==> src/rtl/rdp_pkg.sv <==
// Package: phase encoding shared by the output-port sequencer, shifter and checker.
package rdp_pkg;
    typedef enum logic [2:0] {
        PH_WAIT  = 3'd0,   // waiting for a result, pin high
        PH_LOAD  = 3'd1,   // result being loaded, pin high
        PH_LOW   = 3'd2,   // ready pulse, pin low
        PH_HIGH  = 3'd3,   // ready pulse tail, pin high
        PH_DATA  = 3'd4,   // serial data window
        PH_CLOSE = 3'd5    // closing interval, pin high
    } phase_e;
endpackage

==> src/rtl/rdp_sclk_sync.sv <==
// Module: rdp_sclk_sync
// Brings the asynchronous host serial clock into the system clock domain
// through two flops and flags each falling edge for one cycle.
// Assumes the host clock stays in each level for at least two system cycles.
module rdp_sclk_sync (
    input  logic clk,
    input  logic rst_n,
    input  logic sclk_async,
    output logic fall_o
);
    logic meta_q, sync_q, last_q;

    // Two-stage synchronizer plus one delay flop for edge detection.
    always_ff @(posedge clk) begin
        if (!rst_n) begin
            meta_q <= 1'b0;
            sync_q <= 1'b0;
            last_q <= 1'b0;
        end else begin
            meta_q <= sclk_async;
            sync_q <= meta_q;
            last_q <= sync_q;
        end
    end

    // Falling edge: previous synchronized level high, current low.
    always_comb fall_o = last_q & ~sync_q;
endmodule

==> src/rtl/rdp_sequencer.sv <==
// Module: rdp_sequencer
// Runs the fixed phase schedule and holds an incoming result until the block
// is waiting. Assumes every phase length parameter is at least 1.
module rdp_sequencer
    import rdp_pkg::*;
#(
    parameter int W        = 24,
    parameter int T1_CYC   = 4,
    parameter int T2_CYC   = 3,
    parameter int T3_CYC   = 3,
    parameter int DATA_CYC = 400,
    parameter int T4_CYC   = 6
) (
    input  logic         clk,
    input  logic         rst_n,
    input  logic         vld_i,
    input  logic [W-1:0] word_i,
    output phase_e       phase_o,
    output logic         take_o,
    output logic         close_go_o,
    output logic [W-1:0] held_word_o
);
    localparam int M12  = (T1_CYC > T2_CYC) ? T1_CYC : T2_CYC;
    localparam int M34  = (T3_CYC > T4_CYC) ? T3_CYC : T4_CYC;
    localparam int M4   = (M12 > M34) ? M12 : M34;
    localparam int MAXP = (M4 > DATA_CYC) ? M4 : DATA_CYC;
    localparam int TW   = $clog2(MAXP + 1);

    phase_e         phase_q;
    logic [TW-1:0]  timer_q;
    logic           held_v_q;
    logic [W-1:0]   held_w_q;
    logic           timer_done;

    always_comb begin
        timer_done = (timer_q == '0);
        take_o     = (phase_q == PH_WAIT) && held_v_q;
        close_go_o = (phase_q == PH_DATA) && timer_done;
        phase_o    = phase_q;
        held_word_o = held_w_q;
    end

    // Hold register: newest strobe wins; cleared when taken unless refilled.
    always_ff @(posedge clk) begin
        if (!rst_n) begin
            held_v_q <= 1'b0;
            held_w_q <= '0;
        end else if (vld_i) begin
            held_v_q <= 1'b1;
            held_w_q <= word_i;
        end else if (take_o) begin
            held_v_q <= 1'b0;
        end
    end

    // Phase state and down-counting phase timer.
    always_ff @(posedge clk) begin
        if (!rst_n) begin
            phase_q <= PH_WAIT;
            timer_q <= '0;
        end else begin
            case (phase_q)
                PH_WAIT: if (held_v_q) begin
                    phase_q <= PH_LOAD;
                    timer_q <= TW'(T1_CYC - 1);
                end
                PH_LOAD: if (timer_done) begin
                    phase_q <= PH_LOW;
                    timer_q <= TW'(T2_CYC - 1);
                end else timer_q <= timer_q - 1'b1;
                PH_LOW: if (timer_done) begin
                    phase_q <= PH_HIGH;
                    timer_q <= TW'(T3_CYC - 1);
                end else timer_q <= timer_q - 1'b1;
                PH_HIGH: if (timer_done) begin
                    phase_q <= PH_DATA;
                    timer_q <= TW'(DATA_CYC - 1);
                end else timer_q <= timer_q - 1'b1;
                PH_DATA: if (timer_done) begin
                    phase_q <= PH_CLOSE;
                    timer_q <= TW'(T4_CYC - 1);
                end else timer_q <= timer_q - 1'b1;
                PH_CLOSE: if (timer_done) begin
                    phase_q <= PH_WAIT;
                    timer_q <= '0;
                end else timer_q <= timer_q - 1'b1;
                default: begin
                    phase_q <= PH_WAIT;
                    timer_q <= '0;
                end
            endcase
        end
    end
endmodule

==> src/rtl/rdp_shifter.sv <==
// Module: rdp_shifter
// Holds the word being read and a saturating bit pointer; shifts one bit per
// synchronized host falling edge in the data window and drives the pin.
// Assumes the sequencer pulses take_o/close_go_o for one cycle each.
module rdp_shifter
    import rdp_pkg::*;
#(
    parameter int W  = 24,
    parameter int CW = $clog2(W + 1)
) (
    input  logic          clk,
    input  logic          rst_n,
    input  phase_e        phase_i,
    input  logic          take_i,
    input  logic          close_go_i,
    input  logic          fall_i,
    input  logic [W-1:0]  word_i,
    output logic [CW-1:0] cnt_o,
    output logic          pin_o
);
    logic [W-1:0]  sh_q;
    logic [CW-1:0] cnt_q;

    // Load on take, clear pointer at close, shift on falling edge in data.
    always_ff @(posedge clk) begin
        if (!rst_n) begin
            sh_q  <= '0;
            cnt_q <= '0;
        end else if (take_i) begin
            sh_q  <= word_i;
            cnt_q <= '0;
        end else if (close_go_i) begin
            cnt_q <= '0;
        end else if ((phase_i == PH_DATA) && fall_i) begin
            sh_q  <= {sh_q[W-2:0], 1'b0};
            if (cnt_q != CW'(W)) cnt_q <= cnt_q + 1'b1;
        end
    end

    // Pin level: current top bit in data mode, low pulse in PH_LOW, else high.
    always_comb begin
        cnt_o = cnt_q;
        if (phase_i == PH_DATA) pin_o = sh_q[W-1];
        else                    pin_o = (phase_i != PH_LOW);
    end
endmodule

==> src/rtl/ready_data_port.sv <==
// Module: ready_data_port
// Top level of the shared ready/data output pin: synchronizer, phase
// sequencer and output shifter. Assumes host clock period >= 4 system cycles.
module ready_data_port
    import rdp_pkg::*;
#(
    parameter int WORD_W   = 24,
    parameter int T1_CYC   = 4,
    parameter int T2_CYC   = 3,
    parameter int T3_CYC   = 3,
    parameter int DATA_CYC = 400,
    parameter int T4_CYC   = 6
) (
    input  logic              clk,
    input  logic              rst_n,
    input  logic              host_sclk,
    input  logic              result_vld,
    input  logic [WORD_W-1:0] result_word,
    output logic              rdy_dout
);
    localparam int CW = $clog2(WORD_W + 1);

    phase_e            phase;
    logic              take;
    logic              close_go;
    logic              sclk_fall;
    logic [WORD_W-1:0] held_word;
    logic [CW-1:0]     bit_cnt;

    rdp_sclk_sync u_sync (
        .clk        (clk),
        .rst_n      (rst_n),
        .sclk_async (host_sclk),
        .fall_o     (sclk_fall)
    );

    rdp_sequencer #(
        .W(WORD_W), .T1_CYC(T1_CYC), .T2_CYC(T2_CYC),
        .T3_CYC(T3_CYC), .DATA_CYC(DATA_CYC), .T4_CYC(T4_CYC)
    ) u_seq (
        .clk         (clk),
        .rst_n       (rst_n),
        .vld_i       (result_vld),
        .word_i      (result_word),
        .phase_o     (phase),
        .take_o      (take),
        .close_go_o  (close_go),
        .held_word_o (held_word)
    );

    rdp_shifter #(.W(WORD_W), .CW(CW)) u_shift (
        .clk        (clk),
        .rst_n      (rst_n),
        .phase_i    (phase),
        .take_i     (take),
        .close_go_i (close_go),
        .fall_i     (sclk_fall),
        .word_i     (held_word),
        .cnt_o      (bit_cnt),
        .pin_o      (rdy_dout)
    );
endmodule

==> config.mk <==
export PLATFORM = sky130hd
export DESIGN_NAME = ready_data_port
export DESIGN_NICKNAME = d
export VERILOG_FILES = /design/src/rtl/rdp_pkg.sv /design/src/rtl/rdp_sclk_sync.sv /design/src/rtl/rdp_sequencer.sv /design/src/rtl/rdp_shifter.sv /design/src/rtl/ready_data_port.sv
export SDC_FILE = /design/constraint.sdc
export NUM_CORES = 1
export LEC_CHECK = 0
export ABC_AREA = 1
export BUFFER_PORTS_ARGS = -buffer_cell sky130_fd_sc_hd__buf_2
export CORE_ASPECT_RATIO = 1.1
export CORE_MARGIN = 5
export CORE_UTILIZATION = 64
export CTS_CLUSTER_DIAMETER = 120
export DETAILED_ROUTE_END_ITERATION = 10
export PLACE_DENSITY_LB_ADDON = 0.12
export REMOVE_ABC_BUFFERS = 1
export SYNTH_ARGS = -nofsm -noshare
export SYNTH_HDL_FRONTEND = slang
export SYNTH_HIERARCHICAL = 1
export SYNTH_SLANG_ARGS = --single-unit
==> constraint.sdc <==
create_clock -name clk -period 3.1 [get_ports clk]
set_clock_uncertainty 0.1 [all_clocks]
set_input_delay 0.465 -clock clk [delete_from_list [all_inputs] [get_ports clk]]
set_output_delay 0.465 -clock clk [all_outputs]
set_load 0.005 [all_outputs]
# Word level (Yosys, flattened, before mapping)
# Cells that the tools add are included.
# word_totals
in_bits	28
ramBits	0
mem_count	0
register_bits	64
latch_bits	0
output_inout_bits	1
romBits	0
word_cells	53
# classes
magnitude_cmp	0
div	0
eq_ne	13
n_mux	19
n_reduce_logical	10
bitwise_logic	2
n_mul	0
addsub	1
shifts	0
# ops
op	count
2-to-1 mux 24 bit	3
2-to-1 mux 9 bit	5
one-hot mux 9 bit (5 select lines)	1
2-to-1 mux 3 bit	6
one-hot mux 3 bit (6 select lines)	1
!= test 2 x 1 -> 1 bit (second input constant)	6
zero test 9 bit	1
subtractor 9 x 1 -> 9 bit (second input constant)	1
== test 3 x 2 -> 1 bit (second input constant)	2
== test 3 bit (second input constant)	2
AND reduction 6 bit	1
nonzero test 2 bit	2
== test 3 x 1 -> 1 bit (second input constant)	1
logical AND 1 bit	3
zero test 3 bit	1
2-to-1 mux 1 bit	3
!= test 3 x 2 -> 1 bit (second input constant)	1
!= test 2 bit (second input constant)	1
AND reduction 2 bit	1
OR reduction 2 bit	1
bitwise AND 1 bit	1
NOT 1 bit	1

# Logic depth before layout (Yosys ltp)
# Gate-level depths: netlist of the first run.
# depth
word_depth	6
mapped_depth	13
depth_no_buf	11

# Modules after synthesis
# Netlist of the first run, hierarchy kept.
# by_module_without_submodules
module	area_per_inst_um2	cells_each	n_inst	seq_area_each_um2
rdp_sequencer	1622.8	236	1	740.7
rdp_shifter	1599.0	235	1	580.6
rdp_sclk_sync	90.1	11	1	60.1

# Least setup slack after synthesis of the first run
# OpenSTA, ideal clock, no wires.
# synth_path
kind	reg2reg
start	register u_seq.timer_q[0]
end	register u_shift.sh_q[10]
arrival_time_ps	1636
n_path_buf	1
setup_time_ps	70
slack_ps	1293
t_required_ps	2930
synth_period_minus_slack_ps	1807
path_stages_with_launch	12
path_cell_list	dfxtp_1 > inv_1 > ha_1 > nand2_1 > nor2_1 > nand2_1 > nor3_1 > inv_1 > nand4_1 > buf_4 > nand3_1 > a21oi_1
# synth_between
elab_chain_cells	4
# synth_lines
element	line	text
from (decl)	rdp_sequencer.sv:30	logic [TW-1:0] timer_q;
from (signal assigned)	rdp_sequencer.sv:65	timer_q <= TW'(T1_CYC - 1);
from (signal assigned)	rdp_sequencer.sv:69	timer_q <= TW'(T2_CYC - 1);
from (signal assigned)	rdp_sequencer.sv:70	end else timer_q <= timer_q - 1'b1;
zero test 9 bit	rdp_sequencer.sv:36	timer_done = (timer_q == '0);
logical AND 1 bit	rdp_sequencer.sv:38	close_go_o = (phase_q == PH_DATA) && timer_done;
via close_go	ready_data_port.sv:25	logic close_go;
!= test 2 bit (no source line)	n/a	
AND reduction 2 bit (no source line)	n/a	
to (signal assigned)	rdp_shifter.sv:30	sh_q <= word_i;
to (signal assigned)	rdp_shifter.sv:35	sh_q <= {sh_q[W-2:0], 1'b0};
to (decl)	rdp_shifter.sv:21	logic [W-1:0] sh_q;
# The timed path passes the listed nets, and every way through them passes these cells.
# A chain may end at the register's enable or synchronous reset.

# Final worst setup path of the first run
# layout_path
start	register u_seq.phase_q[1], in the netlist u_seq/phase_o[1]
end	register u_shift.sh_q[4]
# layout_between
elab_chain_cells	4
word_cells_on_any_way	9
classes_between	eq/ne: 2; mux: 1; reduce/logical: 6
# layout_lines
element	line	text
from (decl)	rdp_sequencer.sv:29	phase_e phase_q;
from (signal assigned)	rdp_sequencer.sv:59	phase_q <= PH_WAIT;
from (signal assigned)	rdp_sequencer.sv:64	phase_q <= PH_LOAD;
from (signal assigned)	rdp_sequencer.sv:68	phase_q <= PH_LOW;
zero test 3 bit (*)	rdp_sequencer.sv:37	take_o = (phase_q == PH_WAIT) && held_v_q;
logical AND 1 bit (*)	rdp_sequencer.sv:37	
via take	ready_data_port.sv:24	logic take;
!= test 2 bit (no source line) or nonzero test 2 bit (tied branches)	n/a	
AND reduction 2 bit (no source line)	n/a	
# Mark *: on every way through the listed nets, which the timed path passes. The rest lies on a longest branch.

==> results of run 1 <==
-- placed cells by master, fill, tap and decap left out, types with 3 or more instances in the layout --
master,instances
nand2_1,119
clkbuf_8,11
buf_4,3
dfxtp_1,64
o21ai_1,4
nor2_1,62
nand3_1,53
inv_1,20
buf_2,28
nor2_4,3
a21oi_1,36
o21ai_0,28
inv_2,6
-- layer usage --
metal	wire length (µm)	share of wire, %	vias up
li1	-	-	1454
met1	2760	44	1256
met2	3030	49	58
met3	315	5.1	9
met4	108	1.7	0
met5	0	0	-
-- state kept, by name (all words and copies together) (netlist names) --
signal and flops:
u_seq/held_v_q 1, u_seq/held_word_o 24, u_seq/phase_o 3, u_seq/timer_q 9, u_shift/sh_q 24, u_sync/last_q 1
u_sync/meta_q 1, u_sync/sync_q 1
-- where the power goes --
group	switching, mW	leakage, nW	internal [mW]
Combinational	0.744	0.844	0.357
Sequential	0.0901	0.525	0.925
Clock	0.304	0.103	0.413
-- worst reg2reg max path: cells and delay by family (launching register included) --
kind	cells	cell delay (ns)
compound gates	1	0.16
simple gates	5	1.34
flops	1	0.41
buf+inv	3	0.41
-- stage by stage --
| step | setup slack [ns] | area, µm² | cells | utilization (%) | hold slack (ns) |
|---|---|---|---|---|---|
| after global routing | 0.349 | 3300 | 519 | 71.5 | 0.215 |
| after global placement | 0.735 | 3100 | 503 | 67.1 | 0.288 |
| after CTS | 0.656 | 3300 | 519 | 71.5 | 0.193 |
| after detailed placement | 0.682 | 3100 | 503 | 67.1 | 0.297 |
| final | 0.613 | 3300 | 519 | 71.5 | 0.206 |
| after floorplan | 0.284 | 2870 | 416 | - | 0.286 |
-- area by class of cell --
| cell class | instances | area (µm²) |
|---|---|---|
| flip-flops and latches | 64 | 1280 |
| clock inverters | 3 | 40.0 |
| multi-input cells | 323 | 1470 |
| well taps | 56 | 70.1 |
| fillers | 421 | 1320 |
| repair buffers | 31 | 163 |
| clock buffers | 13 | 159 |
| inverters | 29 | 114 |
-- worst paths after layout --
| check | startpoint | cells past startpoint | to | slack (ns) |
|---|---|---|---|---|
| max | u_seq/phase_o[1]$_SDFFE_PN0P_ | 9 | u_shift/sh_q[4]$_SDFFE_PN0P_ | 0.61 |
| max reg2reg | u_seq/phase_o[1]$_SDFFE_PN0P_ | 9 | u_shift/sh_q[4]$_SDFFE_PN0P_ | 0.61 |
| min | host_sclk | 3 | u_sync/meta_q$_SDFF_PN0_ | 0.21 |
| min reg2reg | u_sync/meta_q$_SDFF_PN0_ | 2 | u_sync/sync_q$_SDFF_PN0_ | 0.31 |
==> impl_metrics.tcl, run 1 <==
set metrics [dict create \
    status "completed" \
    netlist_area_um2 3020 \
    path_delay_family "simple AND/OR/NAND/NOR gates" \
    place_hpwl_mm 3.91 \
    viasPerCell 5.35 \
    timing.critical_path.buf_inv 3 \
    htreeDepth 3 \
    cts_tree "yes" \
    p_leak_nw 1.47 \
    start_util_pct 65.4 \
    required_ns 3.26 \
    critPathCaptureType "register" \
    ctsResizeCount 0 \
    synth_cells 439 \
    fp.coreArea_um2 4620 \
    clk_latency_ns 0.34 \
    total_power_mw 2.83 \
    cts_buffers 9 \
    portBuffers 28 \
    cts_hold_buf 0 \
    cts_root_buffer "clkbuf_8" \
    finalWeightedCongestion 0.889 \
    final.period_utilization_pct 80.2 \
    grt.busiest_layer "met2" \
    vias 2777 \
    row_count 26 \
    met1_usage_pct 26.7 \
    antenna_cells 0 \
    clock-sinks 64 \
    wire_per_inst_um 12.0 \
    rsz0062_at_grt "false" \
    overflow 0 \
    drive_above_1_share_pct 13.2 \
    hold_viol_final 0 \
    postCtsSetupBuffers 0 \
    tightest_slew_ns 0.807 \
    wl_mm 6.21 \
    grt_pass1_vias 2482 \
    grt_usage_pct 22.5 \
    power_density_nw_per_um2 858 \
    antenna_found_initial 0 \
    grt_use_met3_pct 5.39 \
    final_nets 488 \
    drcViolationCount 0 \
    crit_type "register to register" \
    slew_violations 0 \
    tns_ns 0 \
    antenna_violating_nets_post_route 0 \
    critical_path.max_fanout 49 \
    use_met2_pct 37.9 \
    ir_drop_mv 0.425 \
    die_w_um 75.5 \
    grt_max_degree 50 \
    detail_route.iter0.violations 115 \
    cts_max_path_buffers 2 \
    crit_chain "inv_2 -> nand2_2 -> inv_2 -> nand2_1 -> nor2_1 -> inv_6 -> nand2_1 -> nand3_1 -> a21oi_1" \
    maxCapViolations 0 \
    die_h_um 82.0 \
    pin_count 29 \
    worstPathArrival_ns 2.65 \
    relSlewSlack_pct 46.0 \
    ys_warn_count 6 \
    drtPass1Iterations 4 \
    cts.clk_slew.worst_paths_ns 0.07 \
    timing.fmax_mhz 402 \
    min_period_ns 2.49 \
    syn_to_final_growth_pct 9.32 \
    hold_path_class "primary input to register" \
    die_area_um2 6190 \
    crit_path_start_kind "register" \
    critPathSlowestCell "nand2_1" \
    slowest_delay_ns 0.65 \
    grt_pass1_wl_mm 10.7 \
    setup_violations 0 \
    avgSynthCellArea_um2 6.88 \
]
Power figures use the tool's default switching activity.
==> inputs of run 2 (changes only) <==
--- a/config.mk
+++ b/config.mk
@@ -9,7 +9,7 @@
 export BUFFER_PORTS_ARGS = -buffer_cell sky130_fd_sc_hd__buf_2
 export CORE_ASPECT_RATIO = 1.1
 export CORE_MARGIN = 5
-export CORE_UTILIZATION = 64
+export CORE_UTILIZATION = 59
 export CTS_CLUSTER_DIAMETER = 120
 export DETAILED_ROUTE_END_ITERATION = 10
 export PLACE_DENSITY_LB_ADDON = 0.12
==> constraint.sdc (replaced) <==
create_clock -name clk -period 2.5 [get_ports clk]
set_clock_uncertainty 0.1 [all_clocks]
set_input_delay 0.375 -clock clk [delete_from_list [all_inputs] [get_ports clk]]
set_output_delay 0.375 -clock clk [all_outputs]
set_load 0.005 [all_outputs]
==> impl_metrics.tcl, run 2 (synthesis results as in run 1) <==
set metrics [dict create \
    worstPathArrival_ns 2.32 \
    crit_type "register to register" \
    rrSetupSlack_ns 0.33 \
    tightest_slew_ns 0.691 \
    rr_startpoint "u_seq/phase_o[1]$_SDFFE_PN0P_" \
    setup_violations 0 \
    grt_pass1_vias 2541 \
    cts.clk_slew.worst_paths_ns 0.07 \
    r2r_cells 10 \
    portBuffers 28 \
    pin_count 29 \
    holdCritStartpoint "host_sclk" \
    row_count 27 \
    slew_violations 0 \
    antenna_found_initial 0 \
    hold_viol_final 0 \
    hold_path_class "primary input to register" \
    relSlewSlack_pct 53.6 \
    wl_mm 6.27 \
    slowest_delay_ns 0.41 \
    timing.fmax_mhz 460 \
    power_density_nw_per_um2 1070 \
    antenna_violating_nets_post_route 0 \
    ir_drop_mv 0.494 \
    drcViolationCount 0 \
    crit_chain "inv_2 -> nand2_2 -> inv_2 -> nand2_1 -> nor2_1 -> inv_6 -> nand2_1 -> buf_4 -> nand3_1 -> a21oi_1" \
    path_delay_family "simple AND/OR/NAND/NOR gates" \
    status "completed" \
    ctsResizeCount 0 \
    fin_ws_ns 0.327 \
    finalWeightedCongestion 0.889 \
    cts_root_buffer "clkbuf_8" \
    maxCapViolations 0 \
    timing.critical_path.buf_inv 4 \
    critPathSlowestCell "dfxtp_1" \
    cts_max_path_buffers 2 \
    r2r-end "u_shift/sh_q[19]$_SDFFE_PN0P_" \
    vias 2823 \
    fp.coreArea_um2 5000 \
    cts_buffers 9 \
    start_util_pct 60.4 \
    drtPass1Iterations 5 \
    wire_per_inst_um 12.0 \
    drive_above_1_share_pct 14.2 \
    die_area_um2 6650 \
    htreeDepth 3 \
    nFillCells 465 \
    pre_cts_slack_ns 0.414 \
    final.period_utilization_pct 86.9 \
    grt.busiest_layer "met2" \
    use_met2_pct 33.4 \
    dpl.cell_count 508 \
    min_period_ns 2.17 \
    postCtsSetupBuffers 0 \
    syn_to_final_growth_pct 10.4 \
    finalCoreUtilization_pct 66.7 \
    place_hpwl_mm 3.97 \
    layoutNonFillerInstCount 524 \
    cts_hold_buf 0 \
    mostFrequentLayoutCells "nand2_1, dfxtp_1, nor2_1" \
    overflow 0 \
    final_nets 491 \
    layout_commonest_cell "nand2_1" \
    detail_route.iter0.violations 143 \
    clk_latency_ns 0.34 \
    grt_usage_pct 20.3 \
    viasPerCell 5.39 \
    cts_tree "yes" \
    holdPathStages 3 \
    required_ns 2.64 \
    die_h_um 85.0 \
    hold_end "u_sync/meta_q$_SDFF_PN0_" \
    grt_use_met3_pct 5.31 \
    critical_path.max_fanout 49 \
    clock-sinks 64 \
    die_w_um 78.2 \
    p_leak_nw 1.48 \
    met1_usage_pct 25.6 \
    grt_pass1_wl_mm 11.1 \
    rsz0062_at_grt "false" \
    antenna_cells 0 \
    grt_max_degree 50 \
    critPathCaptureType "register" \
    crit_path_start_kind "register" \
    total_power_mw 3.57 \
]
[run 2: cell count changes in the layout (fill, tap and decap cells not counted), sizes merged]
cell      before  now
buf           31   34
clkinvlp       0    2
clkbuf        13   11
[run 2: worst max-delay path by stage]
stage	start	to	slack, ns	cells past startpoint
after detailed placement	u_seq/phase_o[1]$_SDFFE_PN0P_	u_shift/sh_q[11]$_SDFFE_PN0P_	0.41	10
final	u_seq/phase_o[1]$_SDFFE_PN0P_	u_shift/sh_q[19]$_SDFFE_PN0P_	0.33	10
after floorplan	u_seq/phase_o[1]$_SDFFE_PN0P_	u_shift/sh_q[10]$_SDFFE_PN0P_	-0.32	9
after global placement	u_seq/phase_o[1]$_SDFFE_PN0P_	u_shift/sh_q[17]$_SDFFE_PN0P_	0.52	10
after CTS	u_seq/phase_o[1]$_SDFFE_PN0P_	u_shift/sh_q[19]$_SDFFE_PN0P_	0.34	10
after global routing	u_seq/phase_o[1]$_SDFFE_PN0P_	u_shift/sh_q[19]$_SDFFE_PN0P_	0.15	10
[run 2: power breakdown]
group          switching, mW  internal [mW]  leakage [nW]  total [mW]
Clock                  0.400          0.511         0.101       0.911
Combinational          0.934          0.473         0.859        1.41
Sequential             0.104           1.15         0.525        1.25
[run 2: layout make-up]
class                           instances  area [µm²]  share of cell area [%]
Clock buffer                           11         151                    4.54
Multi-Input combinational cell        323        1470                    44.2
Tap cell                               58        72.6                    2.18
Inverter                               29         114                    3.42
Clock inverter                          5        55.1                    1.65
Timing Repair Buffer                   34         185                    5.56
Sequential cell                        64        1280                    38.4
[run 2: stage by stage]
stage | instance area (µm²) | setup TNS, ns | hold WS (ns)
after CTS | 3330 | 0 | 0.111
after global placement | 3130 | 0 | 0.288
after global routing | 3330 | 0 | 0.115
final | 3330 | 0 | 0.119
after floorplan | 2870 | -7.27 | 0.286
after detailed placement | 3130 | 0 | 0.296
[run 2: metal layers]
metal | wire, µm | part of all wire [%]
met3 | 263 | 4.2
met2 | 3060 | 49
met5 | 0 | 0
met1 | 2860 | 46
met4 | 87 | 1.4
[run 2: worst reg2reg max path: stages, from the launching register on]
cell and delay, ns:
dfxtp_1 0.41, inv_2 0.10, nand2_2 0.09, inv_2 0.11, nand2_1 0.10, nor2_1 0.30
inv_6 0.20, nand2_1 0.11, buf_4 0.26, nand3_1 0.14, a21oi_1 0.16
==> inputs of run 3 (changes only) <==
==> constraint.sdc (replaced) <==
create_clock -name clk -period 2.5 [get_ports clk]
set_clock_uncertainty 0.1 [all_clocks]
set_input_delay 0.375 -clock clk [delete_from_list [all_inputs] [get_ports clk]]
set_output_delay 0.375 -clock clk [all_outputs]
set_load 0.1 [all_outputs]
==> impl_metrics.tcl, run 3 (synthesis results as in run 1) <==
set metrics [dict create \
    grt_pass1_wl_mm 10.7 \
    rsz0062_at_grt "false" \
    antenna_cells 0 \
    final_area_um2 3360 \
    crit_chain "inv_2 -> nand2_2 -> inv_2 -> nand2_1 -> nor2_1 -> inv_6 -> nand2_1 -> buf_4 -> nand3_1 -> a21oi_1" \
    cts_tree "yes" \
    drive_above_1_share_pct 13.8 \
    rrSetupSlack_ns 0.34 \
    critPathSlowestCell "dfxtp_1" \
    wire_per_inst_um 11.9 \
    mostFrequentLayoutCells "nand2_1, dfxtp_1, nor2_1" \
    overflow 0 \
    grt_max_degree 50 \
    drcViolationCount 0 \
    worstPathArrival_ns 2.31 \
    wl_mm 6.21 \
    slowest_delay_ns 0.41 \
    relSlewSlack_pct 55.9 \
    use_met2_pct 32.5 \
    pin_count 29 \
    finalWeightedCongestion 0.938 \
    grt_use_met3_pct 4.03 \
    antenna_violating_nets_post_route 0 \
    cts_hold_buf 0 \
    die_area_um2 6650 \
    clock-sinks 64 \
    cts_max_path_buffers 2 \
    multi_input_area_um2 1470 \
    tns_ns 0 \
    r2r_cells 10 \
    hold_viol_final 0 \
    postCtsSetupBuffers 0 \
    detail_route.iter0.violations 136 \
    min_period_ns 2.16 \
    place_area_um2 3110 \
    drtPass1Iterations 4 \
    viasPerCell 5.26 \
    timing.fmax_mhz 464 \
    setup_violations 0 \
    required_ns 2.66 \
    slew_violations 0 \
    cts_buffers 9 \
    critPathCaptureType "register" \
    power_density_nw_per_um2 1120 \
    crit_type "register to register" \
    met1_usage_pct 24.5 \
    nFillCells 470 \
    syn_to_final_growth_pct 11.1 \
    htreeDepth 3 \
    clk_latency_ns 0.35 \
    fp.coreArea_um2 5000 \
    grt.busiest_layer "met2" \
    finalCoreUtilization_pct 67.1 \
    status "completed" \
    vias 2747 \
    grt_usage_pct 20.0 \
    start_util_pct 60.4 \
    final_nets 489 \
    critical_path.max_fanout 49 \
    place_hpwl_mm 3.98 \
    cts.clk_slew.worst_paths_ns 0.07 \
    hold_path_class "primary input to register" \
    crit_path_start_kind "register" \
    layout_commonest_cell "nand2_1" \
    cts_root_buffer "clkbuf_8" \
    portBuffers 28 \
    p_leak_nw 1.49 \
    ctsResizeCount 0 \
    die_h_um 85.0 \
    maxCapViolations 0 \
    tightest_slew_ns 0.657 \
    final.period_utilization_pct 86.3 \
    holdPathStages 3 \
    regArea_um2 1280 \
    grt_pass1_vias 2470 \
    antenna_found_initial 0 \
    row_count 27 \
    ir_drop_mv 0.559 \
    die_w_um 78.2 \
]
-- run 3: through the flow --
| step | setup slack (ns) | hold slack, ns | instances | total power [mW] |
|---|---|---|---|---|
| finish | 0.343 | 0.105 | 522 | 3.76 |
| global route | 0.151 | 0.105 | 522 | 4.03 |
| CTS | 0.343 | 0.0908 | 522 | 3.78 |
| global placement | 0.444 | 0.288 | 506 | 2.67 |
| floorplan | -0.316 | 0.286 | 416 | 2.39 |
| detailed placement | 0.379 | 0.309 | 506 | 2.69 |
-- run 3: final timing paths --
path	from	to
max	u_seq/phase_o[1]$_SDFFE_PN0P_	u_shift/sh_q[3]$_SDFFE_PN0P_
min	host_sclk	u_sync/meta_q$_SDFF_PN0_
max reg2reg	u_seq/phase_o[1]$_SDFFE_PN0P_	u_shift/sh_q[3]$_SDFFE_PN0P_
min reg2reg	u_sync/meta_q$_SDFF_PN0_	u_sync/sync_q$_SDFF_PN0_
-- run 3: layer usage --
metal | up-vias | part of all wire (%)
met4 | 0 | 2.5
met1 | 1238 | 44
met2 | 44 | 49
li1 | 1453 | -
met5 | - | 0
met3 | 12 | 4.2
-- run 3: cell type report --
class	instances	area share, %
clock inverter	7	3.58
sequential	64	38.2
timing repair buffer	32	5.07
inverter	29	3.39
clock buffer	9	3.69
multi-input combinational	323	43.9
tap	58	2.16
-- run 3: report_power, final --
group	switching, mW	total [mW]	internal [mW]	leakage [nW]
clock network	0.421	1.08	0.663	0.119
registers	0.112	1.26	1.15	0.525
logic	0.976	1.42	0.444	0.848
total	1.51	3.76	2.25	1.49
-- run 3: critical path: cells and delay by family (launching register included) --
| family | cells | cell delay, ns |
|---|---|---|
| AND/OR/NAND/NOR | 5 | 0.71 |
| buffers and inverters | 4 | 0.67 |
| flip-flops | 1 | 0.41 |
| AO/OA/AOI/OAI | 1 | 0.16 |
